[config.mk]
export PLATFORM = sky130hd
export DESIGN_NAME = sc_char_framer
export DESIGN_NICKNAME = d
export VERILOG_FILES = /design/src/rtl/sc_pkg.sv /design/src/rtl/sc_sync.sv /design/src/rtl/sc_tx.sv /design/src/rtl/sc_rx.sv /design/src/rtl/sc_char_framer.sv
export SDC_FILE = /design/constraint.sdc
export NUM_CORES = 1
export LEC_CHECK = 0
export ABC_AREA = 0
export BUFFER_PORTS_ARGS = -buffer_cell sky130_fd_sc_hd__buf_2
export CAP_MARGIN = 20
export CORE_UTILIZATION = 25
export CTS_CLUSTER_SIZE = 10
export DETAILED_ROUTE_END_ITERATION = 12
export PLACE_DENSITY = 0.51
export SETUP_SLACK_MARGIN = 0.2
export SYNTH_ARGS = -nofsm -noshare
export SYNTH_HDL_FRONTEND = slang
export SYNTH_SLANG_ARGS = --single-unit
export TNS_END_PERCENT = 5
[constraint.sdc]
create_clock -name clk -period 1.8 [get_ports clk]
set_clock_uncertainty 0.05 [all_clocks]
set_input_delay 0.45 -clock clk [delete_from_list [all_inputs] [get_ports clk]]
set_output_delay 0.45 -clock clk [all_outputs]
set_load 0.005 [all_outputs]
[src/rtl/sc_pkg.sv]
package sc_pkg;

    localparam int unsigned CHAR_BITS = 8;

    typedef enum logic [1:0] {
        RX_IDLE,
        RX_START,
        RX_BITS,
        RX_TAIL
    } rx_state_e;

    // Data bits in line order: index 0 leaves the pin first.
    function automatic logic [CHAR_BITS-1:0] line_order(
        input logic [CHAR_BITS-1:0] data,
        input logic                 inverse
    );
        logic [CHAR_BITS-1:0] r;
        for (int k = 0; k < int'(CHAR_BITS); k++) begin
            r[k] = inverse ? ~data[CHAR_BITS-1-k] : data[k];
        end
        return r;
    endfunction

    // Parity level completing even (direct) or odd (inverse) high count.
    function automatic logic parity_level(
        input logic [CHAR_BITS-1:0] line_bits,
        input logic                 inverse
    );
        return (^line_bits) ^ inverse;
    endfunction

endpackage

[src/rtl/sc_sync.sv]
module sc_sync #(
    parameter int unsigned STAGES = 2
) (
    input  logic clk,
    input  logic rst_n,
    input  logic async_in,
    output logic sync_out
);
    typedef struct packed {
        logic [STAGES-1:0] chain;
    } sync_regs_t;

    sync_regs_t q, d;

    always_comb begin
        d = q;
        if (STAGES > 1) begin
            d.chain = {q.chain[STAGES-2:0], async_in};
        end else begin
            d.chain[0] = async_in;
        end
    end

    always_ff @(posedge clk or negedge rst_n) begin
        if (!rst_n) q <= '{chain: '1};
        else        q <= d;
    end

    assign sync_out = q.chain[STAGES-1];
endmodule

[src/rtl/sc_tx.sv]
module sc_tx
    import sc_pkg::*;
#(
    parameter int unsigned TICKS_PER_ETU = 8,
    parameter int unsigned GUARD_ETU     = 2
) (
    input  logic                 clk,
    input  logic                 rst_n,
    input  logic                 sample_tick,
    input  logic                 inverse,
    input  logic                 write,
    input  logic [CHAR_BITS-1:0] data,
    input  logic                 rx_idle,
    output logic                 start,
    output logic                 busy,
    output logic                 line_out
);
    localparam int unsigned SUB_W      = (TICKS_PER_ETU > 2) ? $clog2(TICKS_PER_ETU) : 1;
    localparam int unsigned FRAME_BITS = CHAR_BITS + 2;
    localparam int unsigned TOTAL_ETU  = FRAME_BITS + GUARD_ETU;
    localparam int unsigned CNT_W      = $clog2(TOTAL_ETU + 1);

    typedef struct packed {
        logic                  busy;
        logic [SUB_W-1:0]      sub;
        logic [CNT_W-1:0]      etu;
        logic [FRAME_BITS-1:0] shift;
    } tx_regs_t;

    tx_regs_t q, d;
    logic [CHAR_BITS-1:0] ordered;
    logic                 accept;

    always_comb begin
        d       = q;
        ordered = line_order(data, inverse);
        accept  = write && !q.busy && rx_idle;
        if (accept) begin
            d.busy  = 1'b1;
            d.sub   = '0;
            d.etu   = '0;
            d.shift = {parity_level(ordered, inverse), ordered, 1'b0};
        end else if (q.busy && sample_tick) begin
            if (q.sub == SUB_W'(TICKS_PER_ETU - 1)) begin
                d.sub   = '0;
                d.shift = {1'b1, q.shift[FRAME_BITS-1:1]};
                if (q.etu == CNT_W'(TOTAL_ETU - 1)) begin
                    d.busy = 1'b0;
                end else begin
                    d.etu = q.etu + 1'b1;
                end
            end else begin
                d.sub = q.sub + 1'b1;
            end
        end
    end

    always_ff @(posedge clk or negedge rst_n) begin
        if (!rst_n) q <= '{busy: 1'b0, sub: '0, etu: '0, shift: '1};
        else        q <= d;
    end

    assign start    = accept;
    assign busy     = q.busy;
    assign line_out = q.shift[0];
endmodule

[src/rtl/sc_rx.sv]
module sc_rx
    import sc_pkg::*;
#(
    parameter int unsigned TICKS_PER_ETU = 8
) (
    input  logic                 clk,
    input  logic                 rst_n,
    input  logic                 sample_tick,
    input  logic                 inverse,
    input  logic                 line_in,
    input  logic                 block,
    output logic                 idle,
    output logic                 valid,
    output logic [CHAR_BITS-1:0] data,
    output logic                 perr
);
    localparam int unsigned SUB_W = (TICKS_PER_ETU > 2) ? $clog2(TICKS_PER_ETU) : 1;
    localparam int unsigned HALF  = TICKS_PER_ETU / 2;
    localparam int unsigned BIT_W = $clog2(CHAR_BITS + 1);

    typedef struct packed {
        rx_state_e            st;
        logic [SUB_W-1:0]     sub;
        logic [BIT_W-1:0]     bitn;
        logic [CHAR_BITS-1:0] shift;
        logic                 valid;
        logic [CHAR_BITS-1:0] data;
        logic                 perr;
    } rx_regs_t;

    rx_regs_t q, d;

    always_comb begin
        d       = q;
        d.valid = 1'b0;
        unique case (q.st)
            RX_IDLE: begin
                if (sample_tick && !line_in && !block) begin
                    d.st  = RX_START;
                    d.sub = '0;
                end
            end
            RX_START: begin
                if (sample_tick) begin
                    if (q.sub == SUB_W'(HALF - 1)) begin
                        d.sub = '0;
                        if (line_in) begin
                            d.st = RX_IDLE;
                        end else begin
                            d.st   = RX_BITS;
                            d.bitn = '0;
                        end
                    end else begin
                        d.sub = q.sub + 1'b1;
                    end
                end
            end
            RX_BITS: begin
                if (sample_tick) begin
                    if (q.sub == SUB_W'(TICKS_PER_ETU - 1)) begin
                        d.sub = '0;
                        if (q.bitn == BIT_W'(CHAR_BITS)) begin
                            d.valid = 1'b1;
                            d.perr  = (^q.shift) ^ line_in ^ inverse;
                            d.data  = inverse ? ~q.shift : q.shift;
                            d.st    = RX_TAIL;
                        end else begin
                            d.shift = inverse ? {q.shift[CHAR_BITS-2:0], line_in}
                                              : {line_in, q.shift[CHAR_BITS-1:1]};
                            d.bitn  = q.bitn + 1'b1;
                        end
                    end else begin
                        d.sub = q.sub + 1'b1;
                    end
                end
            end
            RX_TAIL: begin
                if (sample_tick && line_in) begin
                    d.st = RX_IDLE;
                end
            end
            default: d.st = RX_IDLE;
        endcase
    end

    always_ff @(posedge clk or negedge rst_n) begin
        if (!rst_n) begin
            q <= '{st: RX_IDLE, sub: '0, bitn: '0, shift: '0,
                   valid: 1'b0, data: '0, perr: 1'b0};
        end else begin
            q <= d;
        end
    end

    assign idle  = (q.st == RX_IDLE);
    assign valid = q.valid;
    assign data  = q.data;
    assign perr  = q.perr;
endmodule

[src/rtl/sc_char_framer.sv]
module sc_char_framer
    import sc_pkg::*;
#(
    parameter int unsigned TICKS_PER_ETU = 8,
    parameter int unsigned GUARD_ETU     = 2,
    parameter int unsigned SYNC_STAGES   = 2
) (
    input  logic       clk,
    input  logic       rst_n,
    input  logic       sample_tick,
    input  logic       inverse_sel,
    input  logic       tx_write,
    input  logic [7:0] tx_byte,
    output logic       tx_busy,
    output logic       ser_out,
    input  logic       ser_in,
    output logic [7:0] rx_byte,
    output logic       rx_valid,
    output logic       rx_perr
);
    logic conv_q, conv_d;
    logic rx_idle;
    logic tx_start;
    logic line_s;

    always_comb begin
        conv_d = conv_q;
        if (!tx_busy && rx_idle) begin
            conv_d = inverse_sel;
        end
    end

    always_ff @(posedge clk or negedge rst_n) begin
        if (!rst_n) conv_q <= 1'b0;
        else        conv_q <= conv_d;
    end

    sc_sync #(.STAGES(SYNC_STAGES)) i_sync (
        .clk      (clk),
        .rst_n    (rst_n),
        .async_in (ser_in),
        .sync_out (line_s)
    );

    sc_tx #(.TICKS_PER_ETU(TICKS_PER_ETU), .GUARD_ETU(GUARD_ETU)) i_tx (
        .clk         (clk),
        .rst_n       (rst_n),
        .sample_tick (sample_tick),
        .inverse     (conv_q),
        .write       (tx_write),
        .data        (tx_byte),
        .rx_idle     (rx_idle),
        .start       (tx_start),
        .busy        (tx_busy),
        .line_out    (ser_out)
    );

    sc_rx #(.TICKS_PER_ETU(TICKS_PER_ETU)) i_rx (
        .clk         (clk),
        .rst_n       (rst_n),
        .sample_tick (sample_tick),
        .inverse     (conv_q),
        .line_in     (line_s),
        .block       (tx_busy || tx_start),
        .idle        (rx_idle),
        .valid       (rx_valid),
        .data        (rx_byte),
        .perr        (rx_perr)
    );
endmodule

==> results.cfg <==
[outcome]
status = finished, final reports clean

[timing]
maxSlewHeadroom_pct = 80.8
worstMarginPinSlew_ns = 0.280
rsz0062_at_grt = true
max_freq_ghz = 0.569
worst_slack_ns = 0.0427
report.final.setup_viol = 0
min_period_ns = 1.76
setup_tns_ns = 0
hold_slack_ns = 0.0656
post-route-period-util_pct = 97.6
slew_viol_final = 0
final_hold_viol_count = 0

[clocking]
cts_tree = built
cts-buffers-inserted = 5
root_buffer = clkbuf_8
clk_path_buf_depth = 2
h-tree-depth = 2
clkSlewWorstSetupHoldPaths_ns = 0.09
cts.sinks = 48
hold_buffers = 0
clock_latency_ns = 0.30

[critical_path]
rrSetupSlack_ns = 0.04
worstReg2RegEnd = i_rx.q[26]$_DFFE_PN0P_
rr_startpoint = i_rx.q[19]$_DFFE_PN0P_
crit_type = reg -> reg
critPathLaunchType = register
cp_data_arrival_time_ns = 1.90
worstPathRequired_ns = 1.94
r2r_cells = 7
endpoint_kind = register
cp_max_fo = 4

[placement]
port_buffers = 25
gp_congestion = 0.752
hpwlAfterDp_um = 3960
place_area_um2 = 3180
post-place-ws_ns = -0.0361
dp_cells = 462

[logic_synthesis]
ys_ff_latch = 48
yosys.area.top_type = dfrtp_1
syn_inst = 292
netlist_area_um2 = 2790
synth_top_area_share_pct = 32.3
synth-edff-count = 0
synth.area.top_cells = dfrtp_1, dfstp_2, ha_1, nand2_1, xnor2_1
yosysWarnings = 0
synth.distinct_cells = 50
async_reset_ff_share_pct = 100
syn_area_per_cell_um2 = 9.55
synth_flop_cell = dfrtp_1
syn_nets = 320
seq_area_frac_synth_pct = 43.6

[grt]
met3_usage_pct = 2.24
grt_pass1_wl_um = 9590
antenna_found_initial = 0
overflow = 0
busiest_layer = met2
grt_max_degree = 49
grt_use_total_pct = 10.4
grt_pass1_vias = 2005
globalRouteMet2Util_pct = 16.0
use_met1_pct = 14.4

[finish]
drive_above_1_share_pct = 34.1
seqCellArea_um2 = 1220
n_antenna_cell = 0
multi_input_area_um2 = 1510
final_cell_count_no_fill = 477
design_area_um2 = 3480
syn2layout_area_growth_pct = 24.7
fill_cells = 1163
utilization_pct = 32.1
fin_nets = 364

[floorplanning]
die_x_um = 108
row_count = 38
die-area_um2 = 11600
die-height_um = 108
io_pins = 26
initial_core_util_pct = 25.7
coreArea_um2 = 10800

[power_and_ir_drop]
p_per_area_nw_per_um2 = 1180
irDropWorstVdd_uv = 390
pwr-share-comb_pct = 42.3
sw_frac_of_total_pct = 33.1
power_leakage_nw = 1.58
p_int_mw = 2.74
total_power_mw = 4.10
clkPwrFrac_pct = 20.3
p_sw_mw = 1.36
seq_power_share_pct = 37.4

[drt]
remaining_drc_errors = 0
viasPerCell = 4.30
vias = 2049
drt.antenna.violating_nets = 0
avgRoutedWirePerCell_um = 11.6
first_iter_violations = 87
wl_um = 5550
dr.pass1.iters = 4

[job]
max_cap_violations = 0

[hold_path]
hold_class = in -> async
cell type report:
| class | count | area share [%] |
|---|---|---|
| clock buffer | 6 | 2.37 |
| clock inverter | 2 | 1.12 |
| inverter | 9 | 0.972 |
| multi-input combinational | 213 | 43.4 |
| sequential | 48 | 35.0 |
| tap | 140 | 5.04 |
| timing repair buffer | 59 | 12.1 |
worst max path at each step:
stage / from / to / slack, ns / depth (start not counted)
final: i_rx.q[19]$_DFFE_PN0P_ / i_rx.q[26]$_DFFE_PN0P_ / 0.04 / 7
after global routing: i_rx.q[19]$_DFFE_PN0P_ / i_rx.q[26]$_DFFE_PN0P_ / -0.03 / 7
after CTS: i_rx.q[19]$_DFFE_PN0P_ / i_rx.q[26]$_DFFE_PN0P_ / 0.07 / 7
after detailed placement: i_rx.q[22]$_DFFE_PN0P_ / i_rx.q[21]$_DFFE_PN0P_ / -0.04 / 6
after global placement: i_rx.q[22]$_DFFE_PN0P_ / i_rx.q[21]$_DFFE_PN0P_ / 0.02 / 6
after floorplan: i_rx.q[18]$_DFFE_PN0P_ / i_rx.q[26]$_DFFE_PN0P_ / 0.02 / 8
cells in the mapped netlist (2+ instances only):
library cell / count
nand2_1: 41
dfrtp_1: 36
nor2_1: 30
a21oi_1: 25
xnor2_1: 17
o21ai_0: 15
ha_1: 14
dfstp_2: 12
mux2i_1: 12
buf_4: 9
inv_1: 8
a31oi_1: 7
xor2_1: 7
nand3_1: 6
buf_2: 5
clkbuf_1: 4
nor3_1: 3
a21o_1: 2
a22o_1: 2
and3_1: 2
and3_2: 2
mux2_4: 2
nand2b_1: 2
nor2b_1: 2
o21ai_1: 2
registers in the layout, indices dropped and copies added (netlist names):
name	flops
conv_q	1
i_rx.data	8
i_rx.perr	1
i_rx.q	17
i_rx.valid	1
i_sync.q	2
i_tx.busy	1
i_tx.line_out	1
i_tx.q	16
power by group through the flow:
stage	Clock, mW	Sequential, mW	Combinational (mW)
final	0.832	1.54	1.74
after global routing	0.908	1.57	1.94
after CTS	0.869	1.54	1.73
after detailed placement	0	1.54	1.61
after global placement	0	1.54	1.59
after floorplan	0	1.49	1.18
cell usage in the layout, fill, tap and decap left out, types with 7 or more instances in the layout:
master and n:
a21oi_1 25, a31oi_1 7, buf_2 25, buf_4 28
dfrtp_1 35, dfstp_2 12, ha_1 7, mux2i_1 12
nand2_1 40, nor2_1 29, o21ai_0 14, xnor2_1 17
xor2_1 7
cell families after synthesis:
group	share of synthesized area, %
mux	5.79
fa+ha+maj	6.28
flops	43.6
compound gates	13.4
simple gates	16.3
xor+xnor	8.34
buf+inv	6.28
what timing repair did:
item	CTS	global route
setup endpoints to repair	46	46
buffers inserted	2	5
pin swaps	5	7
gates resized for setup	22	11
worst max-delay path, cell delays in order (launching register included):
cell and delay, ns:
dfrtp_1 0.40, inv_2 0.07, ha_4 0.12, nand2_2 0.05, or2_4 0.27, a221oi_2 0.29, nand2_2 0.10, mux2_4 0.30
layer usage:
layer	part of all wire (%)	routed length, µm
met5	0	0
met3	2.8	156
met2	46	2560
met1	50	2780
met4	0.87	48
Power figures use the tool's default switching activity.
